[config.mk]
export PLATFORM = sky130hd
export DESIGN_NAME = nand_page_rd_seq
export DESIGN_NICKNAME = d
export VERILOG_FILES = /design/src/rtl/nprd_pkg.sv /design/src/rtl/nprd_addr_fmt.sv /design/src/rtl/nprd_step_dec.sv /design/src/rtl/nand_page_rd_seq.sv
export SDC_FILE = /design/constraint.sdc
export NUM_CORES = 1
export LEC_CHECK = 0
export CAP_MARGIN = 20
export CORE_ASPECT_RATIO = 1.4
export CORE_MARGIN = 1
export CORE_UTILIZATION = 49
export CTS_CLUSTER_DIAMETER = 30
export DETAILED_ROUTE_END_ITERATION = 10
export PLACE_DENSITY = 0.8
export SLEW_MARGIN = 20
export SYNTH_ARGS = -nofsm -noshare
export SYNTH_HDL_FRONTEND = slang
export SYNTH_HIERARCHICAL = 1
export SYNTH_SLANG_ARGS = --single-unit
[constraint.sdc]
create_clock -name clk -period 3.5 [get_ports clk]
set_input_delay 0.525 -clock clk [delete_from_list [all_inputs] [get_ports clk]]
set_output_delay 0.525 -clock clk [all_outputs]
set_load 0.02 [all_outputs]
[src/rtl/nprd_pkg.sv]
package nprd_pkg;

  localparam int STEP_W = 4;
  localparam int ASEL_W = 3;

  typedef enum logic [1:0] {
    UOP_CMD  = 2'd0,
    UOP_ADDR = 2'd1,
    UOP_WAIT = 2'd2,
    UOP_DIN  = 2'd3
  } uop_kind_e;

  typedef enum logic [1:0] {
    ARG_NONE = 2'd0,
    ARG_TR   = 2'd1,
    ARG_LEN  = 2'd2
  } arg_src_e;

  typedef enum logic [1:0] {
    ST_IDLE  = 2'd0,
    ST_ISSUE = 2'd1,
    ST_RESP  = 2'd2
  } seq_state_e;

  localparam logic [7:0] OPC_RD_OPEN = 8'h00;
  localparam logic [7:0] OPC_RD_GO   = 8'h30;
  localparam logic [7:0] OPC_CC_OPEN = 8'h05;
  localparam logic [7:0] OPC_CC_GO   = 8'hE0;

endpackage

[src/rtl/nprd_addr_fmt.sv]
module nprd_addr_fmt
  import nprd_pkg::*;
#(
  parameter int OFF_W  = 16,
  parameter int PAGE_W = 24
) (
  input  logic [OFF_W-1:0]  offset_i,
  input  logic [PAGE_W-1:0] page_i,
  input  logic              bus16_i,
  input  logic [ASEL_W-1:0] sel_i,
  output logic [7:0]        byte_o
);

  localparam int ROW_BYTES = (PAGE_W + 7) / 8;
  localparam int COL_BYTES = 2;
  localparam int N_BYTES   = COL_BYTES + ROW_BYTES;

  logic [OFF_W-1:0]         col_w;
  logic [15:0]              col_pad;
  logic [8*ROW_BYTES-1:0]   row_pad;
  logic [7:0]               abyte [N_BYTES];

  // word-addressed column on a 16-bit bus
  assign col_w   = bus16_i ? (offset_i >> 1) : offset_i;
  assign col_pad = 16'(col_w);
  assign row_pad = (8*ROW_BYTES)'(page_i);

  assign abyte[0] = col_pad[7:0];
  assign abyte[1] = col_pad[15:8];

  for (genvar g = 0; g < ROW_BYTES; g++) begin : g_row
    assign abyte[COL_BYTES+g] = row_pad[8*g +: 8];
  end

  always_comb begin
    byte_o = '0;
    for (int i = 0; i < N_BYTES; i++) begin
      if (sel_i == ASEL_W'(i)) byte_o = abyte[i];
    end
  end

endmodule

[src/rtl/nprd_step_dec.sv]
module nprd_step_dec
  import nprd_pkg::*;
#(
  parameter int DLY_W    = 8,
  parameter int TWB_CYC  = 12,
  parameter int TRR_CYC  = 4,
  parameter int TCCS_CYC = 40
) (
  input  logic [STEP_W-1:0] step_i,
  input  logic              colchg_i,
  input  logic              big_dev_i,
  input  logic              len_zero_i,
  output uop_kind_e         kind_o,
  output logic [7:0]        opc_o,
  output logic [ASEL_W-1:0] asel_o,
  output logic [DLY_W-1:0]  dly_o,
  output arg_src_e          asrc_o,
  output logic              last_o,
  output logic [STEP_W-1:0] nxt_o
);

  localparam logic [STEP_W-1:0] RD_ROW_MID = STEP_W'(4);
  localparam logic [STEP_W-1:0] RD_GO_STEP = STEP_W'(6);

  always_comb begin
    kind_o = UOP_CMD;
    opc_o  = '0;
    asel_o = '0;
    dly_o  = '0;
    asrc_o = ARG_NONE;
    last_o = 1'b0;
    nxt_o  = step_i + STEP_W'(1);
    if (colchg_i) begin
      case (step_i)
        STEP_W'(0): opc_o = OPC_CC_OPEN;
        STEP_W'(1): begin kind_o = UOP_ADDR; asel_o = ASEL_W'(0); end
        STEP_W'(2): begin kind_o = UOP_ADDR; asel_o = ASEL_W'(1); end
        STEP_W'(3): begin opc_o = OPC_CC_GO; dly_o = DLY_W'(TCCS_CYC); end
        default: begin
          kind_o = UOP_DIN;
          asrc_o = ARG_LEN;
          last_o = 1'b1;
        end
      endcase
    end else begin
      case (step_i)
        STEP_W'(0): opc_o = OPC_RD_OPEN;
        STEP_W'(1), STEP_W'(2), STEP_W'(3), STEP_W'(4): begin
          kind_o = UOP_ADDR;
          asel_o = ASEL_W'(step_i - STEP_W'(1));
          if ((step_i == RD_ROW_MID) && !big_dev_i) nxt_o = RD_GO_STEP;
        end
        STEP_W'(5): begin kind_o = UOP_ADDR; asel_o = ASEL_W'(4); end
        STEP_W'(6): begin opc_o = OPC_RD_GO; dly_o = DLY_W'(TWB_CYC); end
        STEP_W'(7): begin
          kind_o = UOP_WAIT;
          dly_o  = DLY_W'(TRR_CYC);
          asrc_o = ARG_TR;
          last_o = len_zero_i;
        end
        default: begin
          kind_o = UOP_DIN;
          asrc_o = ARG_LEN;
          last_o = 1'b1;
        end
      endcase
    end
  end

endmodule

[src/rtl/nand_page_rd_seq.sv]
module nand_page_rd_seq
  import nprd_pkg::*;
#(
  parameter int PAGE_W   = 24,
  parameter int OFF_W    = 16,
  parameter int ARG_W    = 16,
  parameter int DLY_W    = 8,
  parameter int TWB_CYC  = 12,
  parameter int TRR_CYC  = 4,
  parameter int TCCS_CYC = 40,
  parameter int TR_CYC   = 250
) (
  input  logic              clk,
  input  logic              rst_n,
  input  logic              start_i,
  input  logic              mode_i,
  input  logic              big_dev_i,
  input  logic              bus16_i,
  input  logic [PAGE_W-1:0] page_i,
  input  logic [OFF_W-1:0]  offset_i,
  input  logic [ARG_W-1:0]  len_i,
  output logic              busy_o,
  output logic              uop_valid_o,
  input  logic              uop_ready_i,
  output logic [1:0]        uop_kind_o,
  output logic [7:0]        uop_byte_o,
  output logic [DLY_W-1:0]  uop_dly_o,
  output logic [ARG_W-1:0]  uop_arg_o,
  input  logic              rsp_valid_i,
  input  logic              rsp_err_i,
  output logic              done_o,
  output logic              err_o
);

  seq_state_e          st_q, st_d;
  logic [STEP_W-1:0]   step_q, step_d;
  logic                mode_q, big_q, b16_q;
  logic [PAGE_W-1:0]   page_q;
  logic [OFF_W-1:0]    off_q;
  logic [ARG_W-1:0]    len_q;
  logic                done_d, done_q, err_d, err_q;
  logic                req_en, step_en;

  uop_kind_e           dec_kind;
  logic [7:0]          dec_opc;
  logic [ASEL_W-1:0]   dec_asel;
  logic [DLY_W-1:0]    dec_dly;
  arg_src_e            dec_asrc;
  logic                dec_last;
  logic [STEP_W-1:0]   dec_nxt;
  logic [7:0]          addr_byte;

  nprd_step_dec #(
    .DLY_W   (DLY_W),
    .TWB_CYC (TWB_CYC),
    .TRR_CYC (TRR_CYC),
    .TCCS_CYC(TCCS_CYC)
  ) u_dec (
    .step_i    (step_q),
    .colchg_i  (mode_q),
    .big_dev_i (big_q),
    .len_zero_i(len_q == '0),
    .kind_o    (dec_kind),
    .opc_o     (dec_opc),
    .asel_o    (dec_asel),
    .dly_o     (dec_dly),
    .asrc_o    (dec_asrc),
    .last_o    (dec_last),
    .nxt_o     (dec_nxt)
  );

  nprd_addr_fmt #(
    .OFF_W (OFF_W),
    .PAGE_W(PAGE_W)
  ) u_addr (
    .offset_i(off_q),
    .page_i  (page_q),
    .bus16_i (b16_q),
    .sel_i   (dec_asel),
    .byte_o  (addr_byte)
  );

  // next-state logic
  always_comb begin
    st_d    = st_q;
    step_d  = step_q;
    done_d  = 1'b0;
    err_d   = 1'b0;
    req_en  = 1'b0;
    step_en = 1'b0;
    case (st_q)
      ST_IDLE: begin
        if (start_i) begin
          req_en  = 1'b1;
          step_en = 1'b1;
          step_d  = '0;
          st_d    = ST_ISSUE;
        end
      end
      ST_ISSUE: begin
        if (uop_ready_i) st_d = ST_RESP;
      end
      ST_RESP: begin
        if (rsp_valid_i) begin
          if (rsp_err_i || dec_last) begin
            st_d   = ST_IDLE;
            done_d = 1'b1;
            err_d  = rsp_err_i;
          end else begin
            step_en = 1'b1;
            step_d  = dec_nxt;
            st_d    = ST_ISSUE;
          end
        end
      end
      default: st_d = ST_IDLE;
    endcase
  end

  // control registers
  always_ff @(posedge clk or negedge rst_n) begin
    if (!rst_n) begin
      st_q   <= ST_IDLE;
      step_q <= '0;
      done_q <= 1'b0;
      err_q  <= 1'b0;
    end else begin
      st_q   <= st_d;
      done_q <= done_d;
      err_q  <= err_d;
      if (step_en) step_q <= step_d;
    end
  end

  // request capture, enabled only on an accepted start
  always_ff @(posedge clk or negedge rst_n) begin
    if (!rst_n) begin
      mode_q <= 1'b0;
      big_q  <= 1'b0;
      b16_q  <= 1'b0;
      page_q <= '0;
      off_q  <= '0;
      len_q  <= '0;
    end else if (req_en) begin
      mode_q <= mode_i;
      big_q  <= big_dev_i;
      b16_q  <= bus16_i;
      page_q <= page_i;
      off_q  <= offset_i;
      len_q  <= len_i;
    end
  end

  // micro-op fields
  always_comb begin
    uop_byte_o = '0;
    if (dec_kind == UOP_CMD)  uop_byte_o = dec_opc;
    if (dec_kind == UOP_ADDR) uop_byte_o = addr_byte;
    case (dec_asrc)
      ARG_TR:  uop_arg_o = ARG_W'(TR_CYC);
      ARG_LEN: uop_arg_o = len_q;
      default: uop_arg_o = '0;
    endcase
  end

  assign uop_kind_o  = dec_kind;
  assign uop_dly_o   = dec_dly;
  assign uop_valid_o = (st_q == ST_ISSUE);
  assign busy_o      = (st_q != ST_IDLE);
  assign done_o      = done_q;
  assign err_o       = err_q;

  AST_HOLD_WHILE_STALLED: assert property (@(posedge clk) disable iff (!rst_n)
    (uop_valid_o && !uop_ready_i) |=> (uop_valid_o && $stable(uop_kind_o) && $stable(uop_byte_o)
                                       && $stable(uop_dly_o) && $stable(uop_arg_o)));

  AST_ONE_OUTSTANDING: assert property (@(posedge clk) disable iff (!rst_n)
    (uop_valid_o && uop_ready_i) |=> !uop_valid_o);

  AST_ERR_ABORT: assert property (@(posedge clk) disable iff (!rst_n)
    (st_q == ST_RESP && rsp_valid_i && rsp_err_i) |=> (done_o && err_o && !uop_valid_o && !busy_o));

  AST_DONE_PULSE: assert property (@(posedge clk) disable iff (!rst_n)
    done_o |=> !done_o);

  AST_ERR_WITH_DONE: assert property (@(posedge clk) disable iff (!rst_n)
    err_o |-> done_o);

  AST_START_IGNORED_BUSY: assert property (@(posedge clk) disable iff (!rst_n)
    (busy_o && start_i) |=> $stable(page_q) && $stable(off_q) && $stable(len_q));

endmodule

==> impl_metrics.prom <==
# TYPE chip_impl_metric gauge
chip_impl_metric{name="worst_hold_slack_after_final_layout",unit="ns"} 0.3535
chip_impl_metric{name="std_cell_rows",unit=""} 38
chip_impl_metric{name="sequential_element_share_of_the_synthesized_area",unit="%"} 42.59
chip_impl_metric{name="finalWorstPathRequiredPeriod",unit="ns"} 3.396
chip_impl_info{name="crit_path_cell_trace",value="inv_2, ha_2, or4_4, o211ai_4, nor2_4, buf_12, nand2b_1, o22a_1, o22ai_1, a21oi_1, mux2i_1, nor2_1, buf_2"} 1
chip_impl_metric{name="avgSynthCellArea",unit="µm²"} 10.93
chip_impl_metric{name="grt_pass1_wl",unit="µm"} 15730
chip_impl_metric{name="number_of_enable_flip_flop_cells_after_synthesis",unit=""} 0
chip_impl_metric{name="groute.usage.overall",unit="%"} 24.70
chip_impl_metric{name="critPathMaxFanout",unit=""} 10
chip_impl_metric{name="core_area",unit="µm²"} 7750
chip_impl_metric{name="grt_pass1_vias",unit=""} 3252
chip_impl_metric{name="path_depth",unit=""} 13
chip_impl_metric{name="worstPathBufferInverterCount",unit=""} 3
chip_impl_info{name="crit_path_start",value="step_q[0]$_DFFE_PN0P_"} 1
chip_impl_metric{name="timing.max_slew.rel_slack",unit="%"} 43.45
chip_impl_metric{name="total_power",unit="µW"} 5363
chip_impl_metric{name="synth_warnings",unit=""} 6
chip_impl_metric{name="layout.area.seq",unit="µm²"} 1678
chip_impl_metric{name="dp.final_hpwl",unit="µm"} 6949
chip_impl_metric{name="design.die.area",unit="µm²"} 8401
chip_impl_metric{name="leak_pwr",unit="µW"} 0.002279
chip_impl_metric{name="drt-initial-drc-count",unit=""} 135
chip_impl_metric{name="start_util",unit="%"} 50.79
chip_impl_metric{name="synth_area",unit="µm²"} 3936
chip_impl_metric{name="postCtsHoldBufs",unit=""} 0
chip_impl_metric{name="maxCapViolations",unit=""} 0
chip_impl_info{name="setup.worst_path.end_class",value="output port"} 1
chip_impl_metric{name="ir_drop",unit="mV"} 0.8473
chip_impl_info{name="synth_flop_cell",value="sky130_fd_sc_hd__dfrtp_1"} 1
chip_impl_metric{name="layout-drive-gt1-share",unit="%"} 30.11
chip_impl_metric{name="pwr_dens",unit="nW/µm²"} 1015
chip_impl_metric{name="grt_antenna_before_repair",unit=""} 0
chip_impl_metric{name="insertedDiodeCount",unit=""} 0
chip_impl_metric{name="nets",unit=""} 542
chip_impl_metric{name="ctsLongestPathBuffers",unit=""} 2
chip_impl_metric{name="count_of_final_max_slew_check_failures",unit=""} 0
chip_impl_metric{name="gp_congestion",unit=""} 0.8746
chip_impl_metric{name="grt_overflow_total",unit=""} 0
chip_impl_metric{name="insertion_delay",unit="ns"} 0.35
chip_impl_metric{name="die_width",unit="µm"} 77.75
chip_impl_metric{name="die_height",unit="µm"} 108.1
chip_impl_metric{name="finalClockSkew",unit="ns"} 0.008619
chip_impl_metric{name="fin_crit_sh",unit="%"} 97.04
chip_impl_metric{name="cp_data_arrival_time",unit="ns"} 2.87
chip_impl_metric{name="synth_cell_types",unit=""} 61
chip_impl_metric{name="vias",unit=""} 3178
chip_impl_metric{name="clock_sinks",unit=""} 67
chip_impl_info{name="grt_setup_unrepaired",value="true"} 1
chip_impl_metric{name="wl_per_cell",unit="µm"} 16.91
chip_impl_info{name="outcome",value="finished, final reports clean"} 1
chip_impl_info{name="critical_path.startpoint_type",value="flip-flop"} 1
chip_impl_metric{name="maximum_cell_stage_delay_along_the_critical_path",unit="ns"} 0.53
chip_impl_metric{name="multi_input_area",unit="µm²"} 2072
chip_impl_info{name="root_driver",value="sky130_fd_sc_hd__clkbuf_8"} 1
chip_impl_info{name="worst_r2r_startpoint",value="step_q[0]$_DFFE_PN0P_"} 1
chip_impl_info{name="setup.worst_path.class",value="reg2out"} 1
chip_impl_metric{name="worst_ep_required_time",unit="ns"} 2.97
chip_impl_metric{name="clkTransAtPathRegs",unit="ns"} 0.07
chip_impl_metric{name="hold_viol",unit=""} 0
chip_impl_metric{name="synth_cells",unit=""} 360
chip_impl_metric{name="drt-vias-per-instance",unit=""} 5.527
chip_impl_metric{name="drt-pass1-iter-count",unit=""} 5
chip_impl_metric{name="cts_inserted_buffers",unit=""} 9
chip_impl_info{name="cts_tree",value="built"} 1
chip_impl_metric{name="synthToLayoutAreaGrowth",unit="%"} 34.27
chip_impl_metric{name="num_io_pins",unit=""} 103
chip_impl_metric{name="residual_drc_count",unit=""} 0
chip_impl_metric{name="flip_flop_and_latch_count_after_synthesis",unit=""} 67
chip_impl_info{name="hold_class",value="in2async"} 1
chip_impl_metric{name="cts-htree-levels",unit=""} 3
chip_impl_metric{name="n_fill_cell",unit=""} 600
chip_impl_metric{name="portbufs",unit=""} 97
chip_impl_metric{name="antenna_violating_nets_post_route",unit=""} 0
chip_impl_metric{name="clock.fmax",unit="GHz"} 0.2944
chip_impl_metric{name="wirelength",unit="µm"} 9724
chip_impl_info{name="cpMaxStageDelayCell",value="sky130_fd_sc_hd__or4_4"} 1
chip_impl_info{name="cpLargestDelayFamily",value="simple AND/OR/NAND/NOR gates"} 1
chip_impl_metric{name="asyncSetResetFlopFracSynth",unit="%"} 100.0
chip_impl_metric{name="setup_violations",unit=""} 0
chip_impl_metric{name="largest_net_degree_at_the_start_of_global_routing",unit=""} 68
chip_impl_metric{name="ff2ff_path_depth",unit=""} 10
chip_impl_metric{name="worstMarginPinSlew",unit="ns"} 0.8483
==> per-stage QoR <==
step	setup slack [ns]	std cells	utilization (%)	area [µm²]	setup TNS (ns)
6_report	0.1036	575	68.20	5285	0
5_1_grt	-0.03026	575	68.20	5285	-0.1215
4_1_cts	-0.02477	570	66.79	5176	-0.06296
3_5_place_dp	-0.05139	552	64.45	4995	-0.1655
3_3_place_gp	0.03087	552	64.45	4995	0
2_1_floorplan	0.4164	366	-	3959	0
==> cells in the final DEF, fill, tap and decap left out, drive strengths merged, types with 4 or more instances in the layout <==
cell type	instances
nor4	6
o211a	4
ha	7
inv	16
mux2i	11
mux2	72
nor2	31
clkdlybuf4s50	86
a221oi	5
and2	12
o22ai	4
dfrtp	67
o21ai	21
conb	7
a21oi	16
a221o	4
nand2	9
clkbuf	12
buf	38
nand2b	4
==> area by class of cell <==
type | count | area share (%)
inverter | 16 | 1.136
timing repair buffer | 126 | 22.47
multi-input combinational | 250 | 39.20
clock inverter | 4 | 0.5208
sequential | 67 | 31.75
tap | 100 | 2.367
clock buffer | 12 | 2.557
==> worst paths after layout <==
| path | endpoint | slack (ns) |
|---|---|---|
| hold / removal | off_q[3]$_DFFE_PN0P_ | 0.35 |
| hold reg to reg | page_q[7]$_DFFE_PN0P_ | 0.51 |
| max in group asynchronous | step_q[0]$_DFFE_PN0P_ | 2.53 |
| setup reg to reg | step_q[3]$_DFFE_PN0P_ | 1.11 |
| setup / recovery | uop_byte_o[6] | 0.10 |
| min in group clk | page_q[7]$_DFFE_PN0P_ | 0.51 |
==> timing repair <==
| item | CTS | global route |
|---|---|---|
| setup buffers | 1 | 4 |
| endpoints found under the setup margin | 25 | 24 |
| cloned | 1 | 1 |
| resized for setup | 36 | 33 |
| pin swaps | 1 | 7 |
==> flip-flops by register name, summed over array words and instances, names as in the netlist <==
| register | cells |
|---|---|
| off_q | 16 |
| b16_q | 1 |
| page_q | 24 |
| err_o | 1 |
| big_q | 1 |
| st_q | 2 |
| done_o | 1 |
| mode_q | 1 |
| step_q | 4 |
| len_q | 16 |
==> layer usage <==
layer / global-route usage, % / up-vias / share of wire, %
met5: 0 / - / 0
met4: 13.21 / 0 / 3.4
met3: 4.810 / 32 / 5.4
met2: 43.36 / 117 / 52
met1: 28.23 / 1546 / 40
li1: - / 1483 / -
==> cells by family (layout without fill, tap and decap cells) <==
family          count (synthesis)  count (layout)  share of synthesized area [%]
compound gates                 65              65                          11.09
fa+ha+maj                       7               7                          2.225
buf+inv                        49             158                          7.756
flops                          67              67                          42.59
simple gates                   86              86                          12.30
mux                            83              83                          23.49
other cells                     1               7                        0.09527
xor+xnor                        2               2                         0.4451
==> cells in the mapped netlist (all sizes together), types with 2 or more instances <==
cell type / count / area share, %
nor3b: 2 / 0.51
mux2: 72 / 21
inv: 16 / 1.5
ha: 7 / 2.2
nor4: 6 / 0.95
and2: 12 / 1.9
nor3: 2 / 0.25
nand3b: 3 / 0.57
mux2i: 11 / 2.8
and3: 2 / 0.35
nand2: 9 / 0.86
or2: 3 / 0.54
o22ai: 4 / 0.64
o21ai: 21 / 2.8
nor2b: 3 / 0.48
buf: 30 / 5.8
a221oi: 5 / 1.1
o22a: 3 / 0.67
dfrtp: 67 / 43
a21oi: 16 / 2.0
a221o: 4 / 1.0
nor2: 31 / 3.2
nand2b: 4 / 0.64
clkbuf: 3 / 0.38
o211a: 4 / 1.0
==> power by group <==
part | internal, µW | switching, µW | total (µW)
combinational | 1690 | 1640 | 3330
clock | 256 | 291 | 547
sequential | 1160 | 331 | 1490
total | 3100 | 2260 | 5360
No activity file was read; power rests on OpenSTA's default activity.
